--- src/rtl/bha_pkg.sv ---
package bha_pkg;

  // Ownership and halt state of the master
  typedef enum logic [1:0] {
    ST_RUN   = 2'd0,
    ST_HALT  = 2'd1,
    ST_GRUN  = 2'd2,
    ST_GHALT = 2'd3
  } bha_state_e;

  // Bus may be handed over: an operand closes now, or nothing is open and idle
  function automatic logic grant_window(input logic busy, input logic done,
                                        input logic last, input logic open);
    return (done && last) || (!busy && !open);
  endfunction

  // Halt may land: a cycle completes now, or no cycle is running
  function automatic logic halt_window(input logic busy, input logic done);
    return done || !busy;
  endfunction

  function automatic logic st_owns(input bha_state_e s);
    return (s == ST_RUN) || (s == ST_HALT);
  endfunction

  function automatic logic st_halted(input bha_state_e s);
    return (s == ST_HALT) || (s == ST_GHALT);
  endfunction

  function automatic logic st_granted(input bha_state_e s);
    return (s == ST_GRUN) || (s == ST_GHALT);
  endfunction

endpackage

--- src/rtl/bha_opnd_track.sv ---
module bha_opnd_track (
  input  logic clk,
  input  logic rst_n,
  input  logic cyc_busy,
  input  logic cyc_done,
  input  logic opnd_end,
  output logic opnd_open,
  output logic grant_ok,
  output logic halt_ok
);
  import bha_pkg::*;

  always_ff @(posedge clk or negedge rst_n) begin
    if (!rst_n)        opnd_open <= 1'b0;
    else if (cyc_done) opnd_open <= !opnd_end;
  end

  assign grant_ok = grant_window(cyc_busy, cyc_done, opnd_end, opnd_open);
  assign halt_ok  = halt_window(cyc_busy, cyc_done);

  // closing cycle clears the open operand
  a_r9_operand_closes: assert property (@(posedge clk) disable iff (!rst_n)
    (cyc_done && opnd_end) |=> !opnd_open);

  // a mid-operand completion leaves the operand open
  a_r9_operand_opens: assert property (@(posedge clk) disable iff (!rst_n)
    (cyc_done && !opnd_end) |=> opnd_open);

endmodule

--- src/rtl/bha_ctrl_fsm.sv ---
module bha_ctrl_fsm (
  input  logic                clk,
  input  logic                rst_n,
  input  logic                halt_req,
  input  logic                bus_req,
  input  logic                grant_ok,
  input  logic                halt_ok,
  input  logic                opnd_open,
  output bha_pkg::bha_state_e state,
  output logic                reclaim,
  output logic                bus_grant,
  output logic                halted
);
  import bha_pkg::*;

  bha_state_e nxt;
  logic       reclaim_nxt;

  // Named events for the assertions
  logic enter_halt, leave_halt, give_bus, take_back;

  always_comb begin
    nxt         = state;
    reclaim_nxt = 1'b0;
    enter_halt  = 1'b0;
    leave_halt  = 1'b0;
    give_bus    = 1'b0;
    take_back   = 1'b0;
    if (!reclaim) begin
      unique case (state)
        ST_RUN: begin
          if (bus_req && grant_ok) begin
            give_bus = 1'b1;
            nxt      = halt_req ? ST_GHALT : ST_GRUN;
          end else if (halt_req && halt_ok) begin
            enter_halt = 1'b1;
            nxt        = ST_HALT;
          end
        end
        ST_HALT: begin
          if (bus_req && !opnd_open) begin
            give_bus = 1'b1;
            nxt      = ST_GHALT;
          end else if (!halt_req) begin
            leave_halt = 1'b1;
            nxt        = ST_RUN;
          end
        end
        ST_GRUN, ST_GHALT: begin
          if (!bus_req) begin
            take_back   = 1'b1;
            reclaim_nxt = 1'b1;
            nxt         = halt_req ? ST_HALT : ST_RUN;
          end else begin
            nxt = halt_req ? ST_GHALT : ST_GRUN;
          end
        end
        default: nxt = ST_RUN;
      endcase
    end
  end

  always_ff @(posedge clk or negedge rst_n) begin
    if (!rst_n) begin
      state   <= ST_RUN;
      reclaim <= 1'b0;
    end else begin
      state   <= nxt;
      reclaim <= reclaim_nxt;
    end
  end

  assign bus_grant = st_granted(state);
  assign halted    = st_halted(state);

  // running to halted only at a cycle boundary
  a_r1_halt_on_boundary: assert property (@(posedge clk) disable iff (!rst_n)
    (state == ST_HALT && $past(state) == ST_RUN && !$past(reclaim)) |-> $past(halt_ok));

  // grant falls one clock after the request goes low
  a_r10_grant_drop: assert property (@(posedge clk) disable iff (!rst_n)
    (bus_grant && !bus_req) |=> !bus_grant);

  // every grant drop is followed by a reclaim gap
  a_r10_gap_after_drop: assert property (@(posedge clk) disable iff (!rst_n)
    $fell(bus_grant) |-> reclaim);

  // halt release with bus owned and no request returns to running
  a_r11_leave_halt: assert property (@(posedge clk) disable iff (!rst_n)
    (state == ST_HALT && !reclaim && !halt_req && !bus_req) |=> (state == ST_RUN));

  // grant only rises where no operand is left open
  a_r9_grant_boundary: assert property (@(posedge clk) disable iff (!rst_n)
    $rose(bus_grant) |-> $past(!opnd_open || grant_ok));

  // Events are mutually exclusive
  a_r8_one_event: assert property (@(posedge clk) disable iff (!rst_n)
    $onehot0({enter_halt, leave_halt, give_bus, take_back}));

endmodule

--- src/rtl/bha_addr_hold.sv ---
module bha_addr_hold #(
  parameter int AW = 32,
  parameter int FW = 3,
  parameter int SW = 2
) (
  input  logic          clk,
  input  logic          rst_n,
  input  logic          capture,
  input  logic [AW-1:0] in_addr,
  input  logic [FW-1:0] in_fc,
  input  logic [SW-1:0] in_size,
  input  logic          in_rw,
  output logic [AW-1:0] sv_addr,
  output logic [FW-1:0] sv_fc,
  output logic [SW-1:0] sv_size,
  output logic          sv_rw
);

  always_ff @(posedge clk or negedge rst_n) begin
    if (!rst_n) begin
      sv_addr <= '0;
      sv_fc   <= '0;
      sv_size <= '0;
      sv_rw   <= 1'b1;
    end else if (capture) begin
      sv_addr <= in_addr;
      sv_fc   <= in_fc;
      sv_size <= in_size;
      sv_rw   <= in_rw;
    end
  end

  // saved values only move on a capture
  a_r4_saved_stable: assert property (@(posedge clk) disable iff (!rst_n)
    !capture |=> ($stable(sv_addr) && $stable(sv_fc) && $stable(sv_size) && $stable(sv_rw)));

  // a capture takes the sequencer address
  a_r4_saved_loaded: assert property (@(posedge clk) disable iff (!rst_n)
    capture |=> (sv_addr == $past(in_addr)));

endmodule

--- src/rtl/bha_pin_drive.sv ---
module bha_pin_drive #(
  parameter int            AW        = 32,
  parameter int            DW        = 32,
  parameter int            FW        = 3,
  parameter int            SW        = 2,
  parameter int            CW        = 4,
  parameter logic [CW-1:0] CTRL_IDLE = {CW{1'b1}}
) (
  input  logic                clk,
  input  logic                rst_n,
  input  bha_pkg::bha_state_e state,
  input  logic                reclaim,
  input  logic                bus_grant,
  input  logic [AW-1:0]       seq_addr,
  input  logic [FW-1:0]       seq_fc,
  input  logic [SW-1:0]       seq_size,
  input  logic                seq_rw,
  input  logic [DW-1:0]       seq_data,
  input  logic                seq_data_oe,
  input  logic [CW-1:0]       seq_ctrl,
  input  logic [AW-1:0]       sv_addr,
  input  logic [FW-1:0]       sv_fc,
  input  logic [SW-1:0]       sv_size,
  input  logic                sv_rw,
  output logic                run_live,
  output logic                data_oe,
  output logic [DW-1:0]       data_out,
  output logic                addr_oe,
  output logic [AW-1:0]       addr_out,
  output logic [FW-1:0]       fc_out,
  output logic [SW-1:0]       size_out,
  output logic                rw_out,
  output logic                ctrl_oe,
  output logic [CW-1:0]       ctrl_out
);
  import bha_pkg::*;

  logic owning;
  logic halted_own;

  assign owning     = st_owns(state) && !reclaim;
  assign run_live   = owning && (state == ST_RUN);
  assign halted_own = owning && (state == ST_HALT);

  always_comb begin
    addr_oe  = owning;
    ctrl_oe  = owning;
    data_oe  = run_live && seq_data_oe;
    data_out = seq_data;
    if (run_live) begin
      addr_out = seq_addr;
      fc_out   = seq_fc;
      size_out = seq_size;
      rw_out   = seq_rw;
      ctrl_out = seq_ctrl;
    end else begin
      addr_out = sv_addr;
      fc_out   = sv_fc;
      size_out = sv_size;
      rw_out   = sv_rw;
      ctrl_out = CTRL_IDLE;
    end
  end

  // nothing driven while another master holds the bus
  a_r6_float_granted: assert property (@(posedge clk) disable iff (!rst_n)
    bus_grant |-> (!addr_oe && !ctrl_oe && !data_oe));

  // no drive during the reclaim gap
  a_r10_gap_quiet: assert property (@(posedge clk) disable iff (!rst_n)
    reclaim |-> (!addr_oe && !ctrl_oe && !data_oe));

  // strobes idle but driven while halted on an owned bus
  a_r3_idle_strobes: assert property (@(posedge clk) disable iff (!rst_n)
    halted_own |-> (ctrl_oe && ctrl_out == CTRL_IDLE));

  // data floated while halted
  a_r2_data_float: assert property (@(posedge clk) disable iff (!rst_n)
    (state == ST_HALT) |-> !data_oe);

  // address group comes back from the saved copy
  a_r7_redrive: assert property (@(posedge clk) disable iff (!rst_n)
    ($rose(addr_oe) && state == ST_HALT) |-> (addr_out == sv_addr && fc_out == sv_fc));

endmodule

--- src/rtl/bus_hold_arbiter.sv ---
module bus_hold_arbiter #(
  parameter int            AW        = 32,
  parameter int            DW        = 32,
  parameter int            FW        = 3,
  parameter int            SW        = 2,
  parameter int            CW        = 4,
  parameter logic [CW-1:0] CTRL_IDLE = {CW{1'b1}}
) (
  input  logic          clk,
  input  logic          rst_n,
  input  logic          halt_req,
  input  logic          bus_req,
  input  logic          cyc_busy,
  input  logic          cyc_done,
  input  logic          opnd_end,
  input  logic [AW-1:0] seq_addr,
  input  logic [FW-1:0] seq_fc,
  input  logic [SW-1:0] seq_size,
  input  logic          seq_rw,
  input  logic [DW-1:0] seq_data,
  input  logic          seq_data_oe,
  input  logic [CW-1:0] seq_ctrl,
  output logic          data_oe,
  output logic [DW-1:0] data_out,
  output logic          addr_oe,
  output logic [AW-1:0] addr_out,
  output logic [FW-1:0] fc_out,
  output logic [SW-1:0] size_out,
  output logic          rw_out,
  output logic          ctrl_oe,
  output logic [CW-1:0] ctrl_out,
  output logic          bus_grant,
  output logic          irq_inhibit
);
  import bha_pkg::*;

  logic          opnd_open, grant_ok, halt_ok;
  bha_state_e    state;
  logic          reclaim, halted, run_live, capture;
  logic [AW-1:0] sv_addr;
  logic [FW-1:0] sv_fc;
  logic [SW-1:0] sv_size;
  logic          sv_rw;

  bha_opnd_track u_opnd (
    .clk       (clk),
    .rst_n     (rst_n),
    .cyc_busy  (cyc_busy),
    .cyc_done  (cyc_done),
    .opnd_end  (opnd_end),
    .opnd_open (opnd_open),
    .grant_ok  (grant_ok),
    .halt_ok   (halt_ok)
  );

  bha_ctrl_fsm u_fsm (
    .clk       (clk),
    .rst_n     (rst_n),
    .halt_req  (halt_req),
    .bus_req   (bus_req),
    .grant_ok  (grant_ok),
    .halt_ok   (halt_ok),
    .opnd_open (opnd_open),
    .state     (state),
    .reclaim   (reclaim),
    .bus_grant (bus_grant),
    .halted    (halted)
  );

  assign capture = run_live && cyc_done;

  bha_addr_hold #(.AW(AW), .FW(FW), .SW(SW)) u_hold (
    .clk     (clk),
    .rst_n   (rst_n),
    .capture (capture),
    .in_addr (seq_addr),
    .in_fc   (seq_fc),
    .in_size (seq_size),
    .in_rw   (seq_rw),
    .sv_addr (sv_addr),
    .sv_fc   (sv_fc),
    .sv_size (sv_size),
    .sv_rw   (sv_rw)
  );

  bha_pin_drive #(.AW(AW), .DW(DW), .FW(FW), .SW(SW), .CW(CW), .CTRL_IDLE(CTRL_IDLE)) u_pins (
    .clk         (clk),
    .rst_n       (rst_n),
    .state       (state),
    .reclaim     (reclaim),
    .bus_grant   (bus_grant),
    .seq_addr    (seq_addr),
    .seq_fc      (seq_fc),
    .seq_size    (seq_size),
    .seq_rw      (seq_rw),
    .seq_data    (seq_data),
    .seq_data_oe (seq_data_oe),
    .seq_ctrl    (seq_ctrl),
    .sv_addr     (sv_addr),
    .sv_fc       (sv_fc),
    .sv_size     (sv_size),
    .sv_rw       (sv_rw),
    .run_live    (run_live),
    .data_oe     (data_oe),
    .data_out    (data_out),
    .addr_oe     (addr_oe),
    .addr_out    (addr_out),
    .fc_out      (fc_out),
    .size_out    (size_out),
    .rw_out      (rw_out),
    .ctrl_oe     (ctrl_oe),
    .ctrl_out    (ctrl_out)
  );

  assign irq_inhibit = halted;

  // inhibit never low while a halt is held with the bus granted away
  a_r8_inhibit_granted: assert property (@(posedge clk) disable iff (!rst_n)
    (bus_grant && $past(bus_grant) && $past(halt_req)) |-> irq_inhibit);

  // the pins follow the sequencer whenever running and owning
  a_r12_pass_through: assert property (@(posedge clk) disable iff (!rst_n)
    (!irq_inhibit && addr_oe) |-> (addr_out == seq_addr && ctrl_out == seq_ctrl));

endmodule

--- config.mk ---
export PLATFORM = sky130hd
export DESIGN_NAME = bus_hold_arbiter
export DESIGN_NICKNAME = d
export VERILOG_FILES = /design/src/rtl/bha_pkg.sv /design/src/rtl/bha_opnd_track.sv /design/src/rtl/bha_ctrl_fsm.sv /design/src/rtl/bha_addr_hold.sv /design/src/rtl/bha_pin_drive.sv /design/src/rtl/bus_hold_arbiter.sv
export SDC_FILE = /design/constraint.sdc
export NUM_CORES = 1
export LEC_CHECK = 0
export CORE_MARGIN = 1.5
export CORE_UTILIZATION = 33
export CTS_BUF_LIST = sky130_fd_sc_hd__clkbuf_8
export DETAILED_ROUTE_END_ITERATION = 6
export GPL_ROUTABILITY_DRIVEN = 0
export PLACE_DENSITY = 0.79
export SYNTH_ARGS = -nofsm -noshare
export SYNTH_HDL_FRONTEND = slang
export SYNTH_SLANG_ARGS = --single-unit
--- constraint.sdc ---
create_clock -name clk -period 1.78 [get_ports clk]
set_clock_uncertainty 0.2 [all_clocks]
set_input_delay 0.178 -clock clk [delete_from_list [all_inputs] [get_ports clk]]
set_output_delay 0.178 -clock clk [all_outputs]
set_load 0.01 [all_outputs]
; Word level (Yosys, flattened, before mapping)
; Cells that the tools add are included.
; Widths: inputs -> output; s select.
[word_totals]
regBits = 42
latchBits = 0
ram_bits = 0
romBits = 0
in_bits = 82
wordCells = 50
memories = 0
[op_classes]
n_addsub = 0
mul = 0
div_mod_pow = 0
n_lt_le_gt_ge = 0
n_eq_ne = 5
shift = 0
n_mux = 16
n_bitwise = 1
reduce_logical = 21
[op_table]
columns = operator, count
row1 = $mux 32, 1
row2 = $mux 2, 6
row3 = $logic_and 1x1->1, 9
row4 = $mux 1, 6
row5 = $pmux 2 s3, 1
row6 = $logic_or 1x1->1, 5
row7 = $eq 2x2->1 const B, 2
row8 = $logic_not 1->1, 4
row9 = $mux 4, 1
row10 = $mux 3, 1
row11 = $ne 3x1->1 const B, 1
row12 = $ne 3x2->1 const B, 1
row13 = $reduce_and 3->1, 1
row14 = $eq 2x1->1 const B, 1
row15 = $logic_not 2->1, 1
row16 = $reduce_or 2->1, 1
row17 = $not 1->1, 1

; Logic depth before layout (Yosys ltp)
[depth]
word_depth = 6
depth_mapped = 6

; Hierarchy
; A second synthesis with hierarchy kept.
[hier_totals]
hier_cells = 189
area_unflattened_um2 = 2512.4
[by_module_without_submodules]
columns = module, n_inst, cells_each, area_each_um2, seq_area_each_um2
row1 = bha_addr_hold, 1, 80, 1493.9, 952.2
row2 = bha_pin_drive, 1, 82, 772.0, 0.0
row3 = bha_ctrl_fsm, 1, 20, 186.4, 75.1
row4 = bha_opnd_track, 1, 6, 53.8, 25.0
row5 = bus_hold_arbiter, 1, 1, 6.3, 0.0

; Least setup slack after synthesis
; No wires, ideal clock.
[synth_path]
path_type = reg-to-reg
from = register u_fsm.state[0]
to = register u_hold.sv_addr[10]
setup_ps = 127
t_arrival_ps = 1508
required_time_ps = 1453
path_slack_ps = -56
path_stages_with_launch = 6
n_path_buf = 2
cell_sequence = dfrtp_1 nor3_4 and2_1 buf_4 buf_6 mux2_1
[synth_via]
elab_chain_len = 5
[synth_lines]
columns = element, line_no
row1 = from (decl), bha_ctrl_fsm.sv:9  ; output bha_pkg::bha_state_e state,
row2 = from (signal assigned), bha_ctrl_fsm.sv:68  ; state <= nxt;
row3 = $eq 2x1->1 / $logic_not 2->1 (equally long branches), "bha_pkg.sv:23, bha_pin_drive.sv:42"
row4 = $logic_or 1x1->1, bha_pkg.sv:23  ; return (s == ST_RUN) || (s == ST_HALT);
row5 = $logic_and 1x1->1, bha_pin_drive.sv:41  ; assign owning = st_owns(state) && !reclaim;
row6 = $logic_and 1x1->1 (*), bha_pin_drive.sv:42  ; assign run_live = owning && (state == ST_RUN);
row7 = $logic_and 1x1->1 (*), bus_hold_arbiter.sv:70  ; assign capture = run_live && cyc_done;
row8 = to (signal assigned), bha_addr_hold.sv:26  ; sv_addr <= in_addr;
row9 = to (decl), bha_addr_hold.sv:13  ; output logic [AW-1:0] sv_addr,
; Mark *: on every way between the ends. The rest lies on a longest branch, timed or not.
; A chain may end at the register's enable or synchronous reset.

; Worst setup path after layout
[layout_path]
from = register u_fsm.state[0]
to = output addr_out[25]
[layout_via]
elab_chain_len = 5
[layout_lines]
columns = element, line_no
row1 = $eq 2x1->1 / $logic_not 2->1 (equally long branches), "bha_pkg.sv:23, bha_pin_drive.sv:42"
row2 = $logic_or 1x1->1, bha_pkg.sv:23
row3 = $logic_and 1x1->1, bha_pin_drive.sv:41
row4 = $logic_and 1x1->1 (*), bha_pin_drive.sv:42
row5 = $mux 32 (*), bha_pin_drive.sv:50  ; if (run_live) begin
row6 = to (decl), bus_hold_arbiter.sv:26  ; output logic [AW-1:0] addr_out,
; Marked as above.

==> results.yml <==
status:
  run_status: "complete, but fails checks"
  failed_checks: "negative setup slack"
timing:
  rsz0062_at_grt: "true"
  hold_violations: 0
  setup_ws_ns: -0.3272
  tightest_slew_ns: 0.5132
  slew_violations: 0
  slew_headroom_pct: 65.79
  period_needed_ns: 2.107
  finalCritPeriodShare_pct: 118.4
  setup_viol: 81
  max_freq_ghz: 0.4746
floorplanning:
  die_h_um: 88.01
  die_x_um: 88.01
  row_count: 30
  io_pins: 161
  die_area_mm2: 0.007746
  start_util_pct: 34.53
  core_area_mm2: 0.006907
synthesis:
  ys_types: 22
  synth.largest_area_cell: "dfrtp_1"
  synth_xor_area_share_pct: 0
  synth-simple-area-share_pct: 3.253
  synth.area.mux_share_pct: 36.73
  synth_fa_ha_area_share_pct: 0
  syn_avg_cell_area_um2: 12.82
  syn_nets: 268
  synth_common_cells: "56 x mux2_2, 41 x dfrtp_1, 34 x buf_4"
  yosysWarnings: 0
  yosys_most_used_dff: "dfrtp_1"
  synth-seq-cells: 42
  synthArstFlopShare_pct: 100.0
  synth_edf_count: 0
  synth_cells: 186
  netlist.area_leader.share_pct: 43.02
  synthesis.area_mm2: 0.002385
  synth.area.top_cells: "dfrtp_1 43%, mux2_2 26%, buf_4 11%"
  synth_top_family_by_area: "multiplexers"
  synth.most_common_cell: "mux2_2"
  synth_compound_area_share_pct: 2.204
  seq_area_frac_synth_pct: 44.12
detailed_routing:
  drtAntennaViolNets: 0
  wl_per_cell_um: 16.86
  vias: 1733
  detail_route.iter0.violations: 38
  first_pass_iters: 4
  postRouteWirelength_um: 6221
  drc: 0
  vias_per_cell: 4.696
placed_design:
  dp.cells: 345
  numPortBuffers: 96
  pre_cts_slack_ns: -0.3267
  place_hpwl_um: 3618
  placed_cell_area_mm2: 0.003281
global_routing:
  grtUsageTotal_pct: 16.35
  antenna_found_initial: 0
  grt_pass1_wl_um: 9549
  grt_max_degree: 24
  grt_pass1_vias: 1773
  gr-total-overflow: 0
min_path:
  worstHoldPathCells: 0
  hold_class: "in2out"
worst_setup_path:
  slowest_delay_ns: 0.42
  crit_slowest_cell: "dfrtp_1"
  r2r-start: "u_fsm.state[0]$_DFFE_PN0P_"
  crit_end: "addr_out[25]"
  worst-setup-path-type: "reg2out"
  crit_arrival_ns: 1.73
  r2r_slack_ns: -0.31
  r2r-end: "u_hold.sv_size[0]$_DFFE_PN0P_"
  start_kind: "flop"
  critPathMaxFanout: 5
  critPathRequiredTime_ns: 1.40
  path_cells: "nor3_4 -> buf_4 -> buf_16 -> mux2_4 -> buf_6"
  cp-startpoint: "u_fsm.state[0]$_DFFE_PN0P_"
  endpoint_kind: "output port"
  reg2reg_depth: 7
clock_network:
  insertion_delay_ns: 0.30
  h-tree-depth: 2
  cts_tree: "yes"
  path_clk_slew_ns: 0.09
  cts_buffers: 5
  clockBufferDepth: 2
  cts_sinks: 42
  clock-root-buffer: "clkbuf_8"
power_and_ir_drop:
  ir_drop_v: 0.0009385
  combPwrFrac_pct: 65.9
  power.leakage_nw: 1.871
  netSwitchingFraction_pct: 29.61
  power.total_mw: 7.776
  p_sw_mw: 2.302
  seqPwrFrac_pct: 22.1
  power_density_mw_per_mm2: 1922
  clock_power_share_pct: 12.0
  intPower_mw: 5.473
run:
  maxCapViolCount: 0
cells_and_area:
  final_nets: 354
  syn2layout_area_growth_pct: 69.67
  multiInputGateArea_mm2: 0.001304
  nFillCells: 553
  fin_area_mm2: 0.004046
  finalNonFillerCells: 369
  drive_gt1_share_pct: 58.97
  diodes: 0
  ff_latch_area_mm2: 0.001052
critical path: cells and delay by family, from the launching register on:
kind	cells	cell delay, ns
buffers and inverters	3	0.46
flip-flops	1	0.42
multiplexers	1	0.30
AND/OR/NAND/NOR	1	0.25
layer usage:
| metal | vias up | wire, um | global-route usage [%] |
|---|---|---|---|
| met5 | - | 0 | 0 |
| met3 | 17 | 507 | 4.618 |
| li1 | 782 | - | - |
| met1 | 848 | 2788 | 21.73 |
| met4 | 0 | 98 | 4.830 |
| met2 | 86 | 2826 | 26.02 |
sequential cells by signal, indices dropped and copies added (netlist names):
signal            count
u_hold.sv_size        2
u_fsm.reclaim         1
u_hold.sv_rw          1
u_hold.sv_addr       32
u_opnd.opnd_open      1
u_fsm.state           2
u_hold.sv_fc          3
layout by cell type, fill, tap and decap left out, types with 3 or more instances in the layout:
cell,count
clkdlybuf4s50_1,48
inv_1,3
dfrtp_1,41
buf_16,4
mux2_4,76
buf_12,9
buf_6,40
buf_4,8
clkbuf_8,6
nand2b_1,4
buf_2,5
worst min-delay path by stage:
stage                      start                             end  slack (ns)
floorplan                  rst_n         u_fsm.reclaim$_DFF_PN0_       -0.32
global placement           rst_n  u_hold.sv_addr[13]$_DFFE_PN0P_       -0.04
CTS                 seq_data[11]                    data_out[11]        0.16
finish               seq_data[0]                     data_out[0]        0.16
detailed placement         rst_n  u_hold.sv_addr[13]$_DFFE_PN0P_       -0.03
global route         seq_data[7]                     data_out[7]        0.16
repair_timing:
action	in CTS	in global routing
setup buffers	10	3
cloned	7	1
setup endpoints to repair	85	83
hold buffers	1	0
gates resized for setup	306	8
endpoints found under the hold margin	19	0
pin swaps	2	1
layout make-up:
type                    instances  share of cell area, %
clock buffers                   6                  2.041
well taps                      96                  2.968
clock inverters                 2                  1.484
multi-input cells              97                  32.22
repair buffers                123                  35.00
inverters                       3                 0.2783
flip-flops and latches         42                  26.00
cell families (layout without fill, tap and decap cells):
group	Yosys count	in the layout
compound gates	8	8
simple gates	11	11
mux	78	78
flops	42	42
buf+inv	47	134
per-stage QoR:
stage | utilization [%] | TNS, ns | hold WS [ns]
6_report | 58.59 | -21.98 | 0.1560
3_3_place_gp | 47.50 | -15.73 | -0.03681
4_1_cts | 59.40 | -25.45 | 0.1561
3_5_place_dp | 47.50 | -17.62 | -0.02862
5_1_grt | 58.59 | -29.05 | 0.1560
2_1_floorplan | - | -0.6118 | -0.3176
power groups by stage:
| stage | registers [mW] | clock network [mW] | logic [mW] |
|---|---|---|---|
| 6_report | 1.72 | 0.937 | 5.12 |
| 5_1_grt | 1.77 | 1.00 | 5.42 |
| 4_1_cts | 1.70 | 0.968 | 5.30 |
| 3_5_place_dp | 1.68 | 0 | 3.52 |
| 3_3_place_gp | 1.66 | 0 | 3.47 |
| 2_1_floorplan | 1.62 | 0 | 1.95 |
(Power assumes the default switching activity.)
